### src/rtl/flash_front_pkg.sv
package flash_front_pkg;
  localparam int unsigned N_STROBE = 3;
  localparam int unsigned STB_CE = 0;
  localparam int unsigned STB_WE = 1;
  localparam int unsigned STB_OE = 2;

  typedef struct packed {
    logic oe_n;
    logic we_n;
    logic ce_n;
  } strobe_t;
endpackage

### src/rtl/strobe_filter.sv
module strobe_filter #(
  parameter int unsigned SYNC_STAGES = 2,
  parameter int unsigned FILT_CYC    = 2,
  parameter logic        RST_VAL     = 1'b0
) (
  input  logic clk_i,
  input  logic rst_ni,
  input  logic raw_i,
  output logic filt_o
);
  localparam int unsigned CW = $clog2(FILT_CYC + 1);

  logic [SYNC_STAGES-1:0] sync_q;
  logic [CW-1:0]          cnt_q;
  logic                   filt_q;
  logic                   s;

  assign s = sync_q[SYNC_STAGES-1];

  always_ff @(posedge clk_i or negedge rst_ni) begin
    if (!rst_ni) begin
      sync_q <= {SYNC_STAGES{RST_VAL}};
      cnt_q  <= '0;
      filt_q <= RST_VAL;
    end else begin
      sync_q <= {sync_q[SYNC_STAGES-2:0], raw_i};
      if (s == filt_q) begin
        cnt_q <= '0;
      end else if (cnt_q == CW'(FILT_CYC - 1)) begin
        // level held long enough: accept it
        filt_q <= s;
        cnt_q  <= '0;
      end else begin
        cnt_q <= cnt_q + 1'b1;
      end
    end
  end

  assign filt_o = filt_q;
endmodule

### src/rtl/write_qual.sv
module write_qual #(
  parameter int unsigned AW = 20,
  parameter int unsigned DW = 16
) (
  input  logic                    clk_i,
  input  logic                    rst_ni,
  input  flash_front_pkg::strobe_t stb_i,
  input  logic                    supply_ok_i,
  input  logic [AW-1:0]           addr_i,
  input  logic [DW-1:0]           data_i,
  output logic                    wr_valid_o,
  output logic [AW-1:0]           wr_addr_o,
  output logic [DW-1:0]           wr_data_o,
  output logic                    cmd_rst_o
);
  logic act, act_q, armed_q, valid_q, cmd_rst_q;
  logic [AW-1:0] addr_q;
  logic [DW-1:0] data_q;

  assign act = !stb_i.ce_n && !stb_i.we_n && stb_i.oe_n;

  always_ff @(posedge clk_i or negedge rst_ni) begin
    if (!rst_ni) begin
      act_q     <= 1'b0;
      armed_q   <= 1'b0;
      valid_q   <= 1'b0;
      cmd_rst_q <= 1'b1;
    end else begin
      cmd_rst_q <= !supply_ok_i;
      // rising write enable closes a write; needs arming from an earlier idle
      valid_q   <= supply_ok_i && armed_q && act_q && stb_i.we_n;
      act_q     <= supply_ok_i && act;
      armed_q   <= supply_ok_i && (armed_q || stb_i.we_n);
    end
  end

  always_ff @(posedge clk_i or negedge rst_ni) begin
    if (!rst_ni) begin
      addr_q <= '0;
      data_q <= '0;
    end else if (act) begin
      addr_q <= addr_i;
      data_q <= data_i;
    end
  end

  assign wr_valid_o = valid_q;
  assign wr_addr_o  = addr_q;
  assign wr_data_o  = data_q;
  assign cmd_rst_o  = cmd_rst_q;
endmodule

### src/rtl/region_steer.sv
module region_steer #(
  parameter int unsigned AW           = 20,
  parameter int unsigned REGION_BYTES = 256,
  parameter int unsigned SN_BYTES     = 16
) (
  input  logic          clk_i,
  input  logic          rst_ni,
  input  logic          supply_ok_i,
  input  logic          enter_i,
  input  logic          exit_i,
  input  logic          byte_mode_i,
  input  logic [AW-1:0] addr_i,
  output logic          sec_sel_o,
  output logic [AW-1:0] rd_addr_o,
  output logic          sn_zone_o
);
  localparam int unsigned BAW = $clog2(REGION_BYTES);
  localparam int unsigned WAW = BAW - 1;
  localparam int unsigned SN_WORDS = SN_BYTES / 2;

  logic          sec_q;
  logic [AW-1:0] off_b, off_w;

  always_ff @(posedge clk_i or negedge rst_ni) begin
    if (!rst_ni)          sec_q <= 1'b0;
    else if (!supply_ok_i) sec_q <= 1'b0;
    else if (exit_i)      sec_q <= 1'b0;
    else if (enter_i)     sec_q <= 1'b1;
  end

  assign off_b = AW'(addr_i[BAW-1:0]);
  assign off_w = AW'(addr_i[WAW-1:0]);

  always_comb begin
    rd_addr_o = addr_i;
    sn_zone_o = 1'b0;
    if (sec_q) begin
      if (byte_mode_i) begin
        rd_addr_o = off_b;
        sn_zone_o = off_b < AW'(SN_BYTES);
      end else begin
        rd_addr_o = off_w;
        sn_zone_o = off_w < AW'(SN_WORDS);
      end
    end
  end

  assign sec_sel_o = sec_q;
endmodule

### src/rtl/flash_front_ctl.sv
module flash_front_ctl #(
  parameter int unsigned AW           = 20,
  parameter int unsigned DW           = 16,
  parameter int unsigned SYNC_STAGES  = 2,
  parameter int unsigned FILT_CYC     = 2,
  parameter int unsigned REGION_BYTES = 256,
  parameter int unsigned SN_BYTES     = 16
) (
  input  logic          clk_i,
  input  logic          rst_ni,
  input  logic          supply_ok_i,
  input  logic          ce_ni,
  input  logic          we_ni,
  input  logic          oe_ni,
  input  logic [AW-1:0] addr_i,
  input  logic [DW-1:0] data_i,
  input  logic          byte_mode_i,
  input  logic          enter_cmd_i,
  input  logic          exit_cmd_i,
  output logic          wr_valid_o,
  output logic [AW-1:0] wr_addr_o,
  output logic [DW-1:0] wr_data_o,
  output logic          cmd_rst_o,
  output logic          sec_sel_o,
  output logic [AW-1:0] rd_addr_o,
  output logic          sn_zone_o,
  output logic          factory_lock_o
);
  import flash_front_pkg::*;

  logic [N_STROBE-1:0] raw, filt;
  strobe_t             stb;

  assign raw[STB_CE] = ce_ni;
  assign raw[STB_WE] = we_ni;
  assign raw[STB_OE] = oe_ni;

  for (genvar g = 0; g < N_STROBE; g++) begin : g_stb
    strobe_filter #(
      .SYNC_STAGES(SYNC_STAGES),
      .FILT_CYC   (FILT_CYC),
      .RST_VAL    (1'b0)
    ) u_filt (
      .clk_i (clk_i),
      .rst_ni(rst_ni),
      .raw_i (raw[g]),
      .filt_o(filt[g])
    );
  end

  assign stb.ce_n = filt[STB_CE];
  assign stb.we_n = filt[STB_WE];
  assign stb.oe_n = filt[STB_OE];

  write_qual #(.AW(AW), .DW(DW)) u_wq (
    .clk_i      (clk_i),
    .rst_ni     (rst_ni),
    .stb_i      (stb),
    .supply_ok_i(supply_ok_i),
    .addr_i     (addr_i),
    .data_i     (data_i),
    .wr_valid_o (wr_valid_o),
    .wr_addr_o  (wr_addr_o),
    .wr_data_o  (wr_data_o),
    .cmd_rst_o  (cmd_rst_o)
  );

  region_steer #(
    .AW          (AW),
    .REGION_BYTES(REGION_BYTES),
    .SN_BYTES    (SN_BYTES)
  ) u_rs (
    .clk_i      (clk_i),
    .rst_ni     (rst_ni),
    .supply_ok_i(supply_ok_i),
    .enter_i    (enter_cmd_i),
    .exit_i     (exit_cmd_i),
    .byte_mode_i(byte_mode_i),
    .addr_i     (addr_i),
    .sec_sel_o  (sec_sel_o),
    .rd_addr_o  (rd_addr_o),
    .sn_zone_o  (sn_zone_o)
  );

  assign factory_lock_o = 1'b1;
endmodule

### config.mk
export PLATFORM = sky130hd
export DESIGN_NAME = flash_front_ctl
export DESIGN_NICKNAME = d
export VERILOG_FILES = /design/src/rtl/flash_front_pkg.sv /design/src/rtl/strobe_filter.sv /design/src/rtl/write_qual.sv /design/src/rtl/region_steer.sv /design/src/rtl/flash_front_ctl.sv
export SDC_FILE = /design/constraint.sdc
export NUM_CORES = 1
export LEC_CHECK = 0
export BUFFER_PORTS_ARGS = -buffer_cell sky130_fd_sc_hd__buf_2
export CORE_ASPECT_RATIO = 1.1
export CORE_MARGIN = 2
export CORE_UTILIZATION = 40
export DETAILED_ROUTE_END_ITERATION = 16
export PLACE_DENSITY = 0.7
export SYNTH_ARGS = -nofsm -noshare
export SYNTH_HDL_FRONTEND = slang
export SYNTH_SLANG_ARGS = --single-unit
### constraint.sdc
create_clock -name clk_i -period 2.4 [get_ports clk_i]
set_clock_uncertainty 0.15 [all_clocks]
set_input_delay 0.24 -clock clk_i [delete_from_list [all_inputs] [get_ports clk_i]]
set_output_delay 0.24 -clock clk_i [all_outputs]
set_load 0.05 [all_outputs]
==> results of run 1 <==
Yosys cell counts:
library cell | number | area share (%)
buf_6 | 1 | 0.48
mux2_2 | 10 | 4.8
nor3_1 | 1 | 0.21
and4_2 | 1 | 0.43
mux2i_1 | 1 | 0.43
mux2_4 | 29 | 19
xnor2_1 | 3 | 1.1
buf_4 | 8 | 2.6
nor3b_2 | 1 | 0.54
nor2_1 | 7 | 1.1
a21boi_0 | 1 | 0.32
buf_12 | 3 | 2.6
nor3b_1 | 3 | 0.97
dfstp_2 | 1 | 1.1
clkbuf_1 | 1 | 0.16
conb_1 | 1 | 0.16
and2_1 | 1 | 0.27
and4b_1 | 1 | 0.43
dfrtp_1 | 55 | 59
inv_1 | 2 | 0.32
nor2b_1 | 15 | 4.0
registers in the layout, indices dropped and copies added (netlist names):
signal,cells
u_wq.wr_addr_o,20
u_wq.armed_q,1
u_wq.wr_data_o,16
u_wq.cmd_rst_o,1
g_stb.u_filt.filt_o,3
g_stb.u_filt.sync_q,6
u_wq.act_q,1
u_rs.sec_sel_o,1
g_stb.u_filt.cnt_q,6
u_wq.wr_valid_o,1
power by group through the flow:
| stage | combinational, mW | clock (mW) | sequential [mW] |
|---|---|---|---|
| 3_5_place_dp | 2.54 | 0 | 1.56 |
| 5_1_grt | 2.65 | 0.557 | 1.60 |
| 6_report | 2.53 | 0.495 | 1.54 |
| 4_1_cts | 2.55 | 0.516 | 1.55 |
| 2_1_floorplan | 0.993 | 0 | 2.65 |
| 3_3_place_gp | 2.49 | 0 | 1.56 |
worst max-delay path, cell delays in order (launching register included):
cell and delay [ns]:
dfrtp_1 0.68, and4b_1 0.25, buf_2 0.26
routing by layer:
| layer | wire length, um | vias to the layer above |
|---|---|---|
| met4 | 23 | 0 |
| met3 | 325 | 2 |
| li1 | - | 704 |
| met5 | 0 | - |
| met2 | 2015 | 77 |
| met1 | 1829 | 712 |
layout make-up:
| cell class | count | area, um^2 | area share, % |
|---|---|---|---|
| Sequential cell | 56 | 1403 | 46.00 |
| Multi-Input combinational cell | 75 | 788.3 | 25.85 |
| Timing Repair Buffer | 118 | 665.6 | 21.83 |
| Tap cell | 77 | 96.34 | 3.160 |
| Clock buffer | 6 | 72.57 | 2.380 |
| Clock inverter | 2 | 16.27 | 0.5334 |
| Inverter | 2 | 7.507 | 0.2462 |
cells by family (layout without fill, tap and decap cells):
logic type	after synthesis	in the layout
AO/OA/AOI/OAI	1	1
XOR/XNOR	3	3
buffers and inverters	15	128
flip-flops	56	56
multiplexers	40	40
other	1	1
AND/OR/NAND/NOR	30	30
stage by stage:
stage / instance area [um^2] / util (%)
5_1_grt: 3049 / 53.53
2_1_floorplan: 2327 / -
3_3_place_gp: 2850 / 50.03
3_5_place_dp: 2850 / 50.03
4_1_cts: 3019 / 53.00
6_report: 3049 / 53.53
worst min path at each step:
stage,from,to,cells after the start
floorplan,rst_ni,g_stb[0].u_filt.cnt_q[0],0
global placement,rst_ni,g_stb[0].u_filt.sync_q[0],2
detailed placement,rst_ni,g_stb[0].u_filt.sync_q[0],2
CTS,data_i[3],u_wq.wr_data_o[3],2
global route,data_i[15],u_wq.wr_data_o[15],2
finish,data_i[3],u_wq.wr_data_o[3],2
timing repair:
action | 4_1_cts | 5_1_grt
buffers inserted | 0 | 0
endpoints found under the hold margin | 62 | 3
hold buffers | 8 | 3
endpoints found under the setup margin | 0 | 0
==> flow_metrics.env, run 1 <==
export IMPL_most_common_layout_cells="104 x buf_2, 55 x dfrtp_1, 29 x mux2_4"
export IMPL_overflow=0
export IMPL_vias_per_cell=4.449
export IMPL_cp_arrival_ns=1.50
export IMPL_route_detailed_wl_per_inst_um=12.48
export IMPL_io_buffers=104
export IMPL_clkPwrFrac_pct=10.8
export IMPL_r2r_setup_slack_ns=0.74
export IMPL_num_io_pins=106
export IMPL_p_leak_nw=1.552
export IMPL_cts_tree="done"
export IMPL_power_frac_seq_pct=33.8
export IMPL_cts_buffer_depth=2
export IMPL_place_congestion=0.6396
export IMPL_die_x_um=76.73
export IMPL_status="finished clean"
export IMPL_start_util_pct=40.85
export IMPL_htreeDepth=2
export IMPL_finalPower_mw=4.569
export IMPL_ant_nets=0
export IMPL_stdcell_count=336
export IMPL_p_int_mw=2.431
export IMPL_whs_ns=0.009806
export IMPL_drive_gt1_share_pct=60.23
export IMPL_grtUsageMet2_pct=21.45
export IMPL_synthXorXnorAreaFrac_pct=1.129
export IMPL_ctsResizeCount=0
export IMPL_clkSinkCount=56
export IMPL_grt_pass1_wl_um=6934
export IMPL_clk_pin_slew_ns=0.10
export IMPL_fmax_mhz=530.0
export IMPL_antenna_cells=0
export IMPL_area_growth_pct=31.02
export IMPL_dp_cells=317
export IMPL_comb_power_share_pct=55.4
export IMPL_synth_nets=191
export IMPL_drt_pass1_iter_count=4
export IMPL_yosys_warnings=0
export IMPL_endpoint="sn_zone_o"
export IMPL_power_density_nw_per_um2=1499
export IMPL_syn_area_per_cell_um2=15.94
export IMPL_reg2reg_depth=3
export IMPL_grt_pass1_vias=1464
export IMPL_top_usage_layer="met2"
export IMPL_setup_viol=0
export IMPL_layout_worst_path_cycle_share_pct=78.62
export IMPL_p_sw_mw=2.138
export IMPL_die_h_um=84
export IMPL_row_count=29
export IMPL_cp_max_fo=16
export IMPL_max_cap_viol_count=0
export IMPL_wirelength_um=4194
export IMPL_track_usage_pct=13.64
export IMPL_worstMarginPinSlew_ns=0.5325
export IMPL_core_um2=5697
export IMPL_drt_first_iter_violations=22
export IMPL_ys_types=21
export IMPL_synth_compound_area_share_pct=0.3226
export IMPL_grt_max_degree=57
export IMPL_dp_hpwl_um=2928
export IMPL_p_sw_share_pct=46.79
export IMPL_hold_class="in2reg"
export IMPL_insertion_delay_ns=0.30
export IMPL_antenna_found_initial=0
export IMPL_syn_inst=146
export IMPL_drc=0
export IMPL_nets=303
export IMPL_fin_ws_ns=0.5131
export IMPL_die_area_um2=6445
export IMPL_synthSimpleGateAreaFrac_pct=8.011
export IMPL_setup_worst_path_end_class="output port"
export IMPL_drv_slew=0
export IMPL_rsz0062_at_grt="false"
export IMPL_yosys_area_share_adder_pct=0
export IMPL_critPathLaunchType="register"
export IMPL_synth_mux_area_share_pct=23.98
export IMPL_yosysSeqAreaShare_pct=60.27
export IMPL_dp_slack_ns=0.7539
export IMPL_hold_violations=0
export IMPL_ctsRootBufferMaster="clkbuf_8"
export IMPL_synth_top_family_by_area="multiplexers"
export IMPL_final_setup_tns_ns=0
export IMPL_fin_crit_ns=1.887
export IMPL_grt_use_met3_pct=4.545
export IMPL_r2r_start="g_stb[1].u_filt.filt_o"
export IMPL_syn_cell_area_um2=2327
export IMPL_vias=1495
export IMPL_fillers=503
export IMPL_layout_commonest_cell="buf_2"
export IMPL_worstSetupPathType="reg2out"
export IMPL_ir_worst_vdd_v=0.0007197
export IMPL_max_slew_margin_rel_pct=64.50
export IMPL_grtUsageMet1_pct=17.76
export IMPL_r2r_end="u_wq.wr_addr_o[10]"
export IMPL_crit_path_start="u_rs.sec_sel_o"
export IMPL_ys_seq_elements=56
export IMPL_cp_required_ns=2.01
export IMPL_cts_buffers=5
(Power assumes the default switching activity.)
==> run 2: changes to the inputs <==
ABC_AREA = 1   (was unset)
clock period = 1.95 ns   (was 2.4 ns; I/O delays follow)
==> run 2 against run 1 <==
Against the previous run:
- worst setup slack worse by 0.27 ns
- routed wire length up 36%
- final cell count increased by 45%
- clock-buffer cell count is 2 higher
- area after synthesis barely moved
- critical path type is now in2out
- sequential share of layout area down 4.4 points
- cell area up 11%
- register-to-register slack worse by 0.44 ns
- sequential cell count stayed put
- synthesized cell count increased by 86%
- sequential power rose by 22%
- non-clock buffer count grew 32
- critical endpoint unchanged
==> flow_metrics.env, run 2 <==
export IMPL_io_buffers=104
export IMPL_grt_pass1_vias=2329
export IMPL_p_int_mw=2.570
export IMPL_yosys_warnings=0
export IMPL_ys_seq_elements=56
export IMPL_yosysTopAreaCellShare_pct=59.17
export IMPL_fmax_mhz=586.0
export IMPL_fillers=491
export IMPL_drt_first_iter_violations=95
export IMPL_dp_cells=440
export IMPL_setup_viol=0
export IMPL_hold_class="in2reg"
export IMPL_start_util_pct=40.83
export IMPL_wirelength_um=5703
export IMPL_die_x_um=76.71
export IMPL_ys_top_cells_by_count="96 x nand2_1, 55 x dfrtp_1, 40 x nand3_1, 26 x inv_1, 26 x nor2_1"
export IMPL_holdBufCountCts=39
export IMPL_layout_worst_path_cycle_share_pct=87.51
export IMPL_power_density_nw_per_um2=1603
export IMPL_area_growth_pct=45.08
export IMPL_status="finished clean"
export IMPL_syn_cell_area_um2=2326
export IMPL_p_leak_nw=1.939
export IMPL_p_sw_share_pct=52.48
export IMPL_rsz0062_at_grt="false"
export IMPL_layout_commonest_cell="buf_2"
export IMPL_final_setup_tns_ns=0
export IMPL_yosysTopAreaCell="dfrtp_1"
export IMPL_synth_edf_count=0
export IMPL_htreeDepth=2
export IMPL_die_h_um=83.98
export IMPL_cp_arrival_ns=1.36
export IMPL_vias_per_cell=4.474
export IMPL_comb_power_share_pct=53.5
export IMPL_vias=2179
export IMPL_num_io_pins=106
export IMPL_syn_inst=271
export IMPL_clk_pin_slew_ns=0.09
export IMPL_finalPower_mw=5.408
export IMPL_ctsRootBufferMaster="clkbuf_8"
export IMPL_track_usage_pct=19.64
export IMPL_row_count=29
export IMPL_dp_hpwl_um=3692
export IMPL_grt_max_degree=38
export IMPL_ant_nets=0
export IMPL_drt_pass1_iter_count=4
export IMPL_synthTopCellsByArea="dfrtp_1 59%, nand2_1 15%, nand3_1 8.6%"
export IMPL_yosysSeqAreaShare_pct=60.30
export IMPL_ff_latch_area_um2=1403
export IMPL_clkPwrFrac_pct=11.7
export IMPL_yosysMostFrequentCell="nand2_1"
export IMPL_async_reset_ff_share_pct=100.0
export IMPL_multi_input_area_um2=708.2
export IMPL_largest_reg_flops=20
export IMPL_fin_crit_ns=1.706
export IMPL_route_detailed_wl_per_inst_um=11.71
export IMPL_hold_violations=0
export IMPL_insertion_delay_ns=0.30
export IMPL_drive_gt1_share_pct=30.24
export IMPL_p_sw_mw=2.838
export IMPL_overflow=0
export IMPL_ys_flop_type="dfrtp_1"
export IMPL_cts_buffer_depth=2
export IMPL_ctsResizeCount=0
export IMPL_drv_slew=0
export IMPL_antenna_cells=0
export IMPL_antenna_found_initial=0
export IMPL_max_cap_viol_count=0
export IMPL_grt_pass1_wl_um=10180
export IMPL_stdcell_count=487
export IMPL_cp_required_ns=1.60
export IMPL_nets=454
export IMPL_syn_area_per_cell_um2=8.583
export IMPL_core_um2=5697
export IMPL_place_congestion=0.7301
export IMPL_drc=0
export IMPL_ir_worst_vdd_v=0.0007369
export IMPL_cp_max_fo=3
export IMPL_critPathLaunchType="primary input"
export IMPL_cts_tree="done"
export IMPL_cts_buffers=5
export IMPL_power_frac_seq_pct=34.7
export IMPL_cts_setup_buffers=0
export IMPL_die_area_um2=6442
export IMPL_clkSinkCount=56
export IMPL_most_common_layout_cells="104 x buf_2, 96 x nand2_1, 55 x dfrtp_1"
export IMPL_worstSetupPathType="in2out"
export IMPL_setup_worst_path_end_class="output port"
export IMPL_synth_nets=316
export IMPL_ys_types=15
## run 2: cell types whose count changed after synthesis, sizes merged, moves of 4 or more
cell	previous run	this run
nand2	0	97
nand3	0	40
mux2	39	0
inv	2	27
nor2	7	27
nor2b	15	0
buf	12	18
nor3b	4	0
## run 2: cells by family after synthesis
logic type | Yosys count | share of synthesized area, %
other cells | 1 | 0.1612
simple gates | 168 | 30.28
buf+inv | 46 | 9.252
flops | 56 | 60.30
## run 2: power groups by stage
stage / logic, mW / registers [mW] / clock network (mW)
floorplan: 0.867 / 3.18 / 0
global placement: 2.80 / 1.89 / 0
CTS: 2.90 / 1.88 / 0.659
global route: 3.13 / 1.94 / 0.713
finish: 2.89 / 1.88 / 0.634
detailed placement: 2.85 / 1.89 / 0
## run 2: stage by stage
stage / util, % / worst slack (ns) / hold slack (ns) / instance area, um^2
2_1_floorplan: - / 0.03986 / -0.2506 / 2326
3_3_place_gp: 50.80 / 0.4534 / 0.004526 / 2894
3_5_place_dp: 50.80 / 0.4110 / 0.007789 / 2894
4_1_cts: 59.24 / 0.2206 / 0.0004107 / 3374
5_1_grt: 59.24 / 0.09974 / 0.001219 / 3374
6_report: 59.24 / 0.2436 / 0.008814 / 3374
## run 2: path summary, 6_finish.rpt
path                                        endpoint  slack (ns)                      start  cells after the start
min in group asynchronous     g_stb[1].u_filt.filt_o        0.20                     rst_ni                      2
min                                u_wq.wr_addr_o[3]       0.009                  addr_i[3]                      3
max in group asynchronous          u_wq.wr_data_o[5]        0.91                     rst_ni                      3
min reg2reg                g_stb[0].u_filt.sync_q[1]        0.21  g_stb[0].u_filt.sync_q[0]                      0
max                                        sn_zone_o        0.24                  addr_i[7]                      6
max reg2reg                           u_rs.sec_sel_o        0.30             u_rs.sec_sel_o                      4
## run 2: worst max-delay path, stage by stage
cell           delay (ns)
dlygate4sd3_1        0.56
buf_2                0.14
nand2_1              0.08
nand2_1              0.05
nor2_1               0.07
buf_2                0.26
## run 2: layout make-up
type | instances | area share (%)
sequential | 56 | 41.56
tap | 77 | 2.855
timing repair buffer | 150 | 28.92
inverter | 27 | 3.003
multi-input combinational | 169 | 20.99
clock buffer | 8 | 2.670
## run 2: layer usage
layer  part of all wire, %  global-route usage, %  vias up  wire (um)
met1                    40                  21.15     1009       2277
met5                     0                      0        -          0
met4                  0.96                  5.455        0         55
met3                   4.9                  4.329        6        277
met2                    54                  37.96       77       3093
li1                      -                      -     1087          -
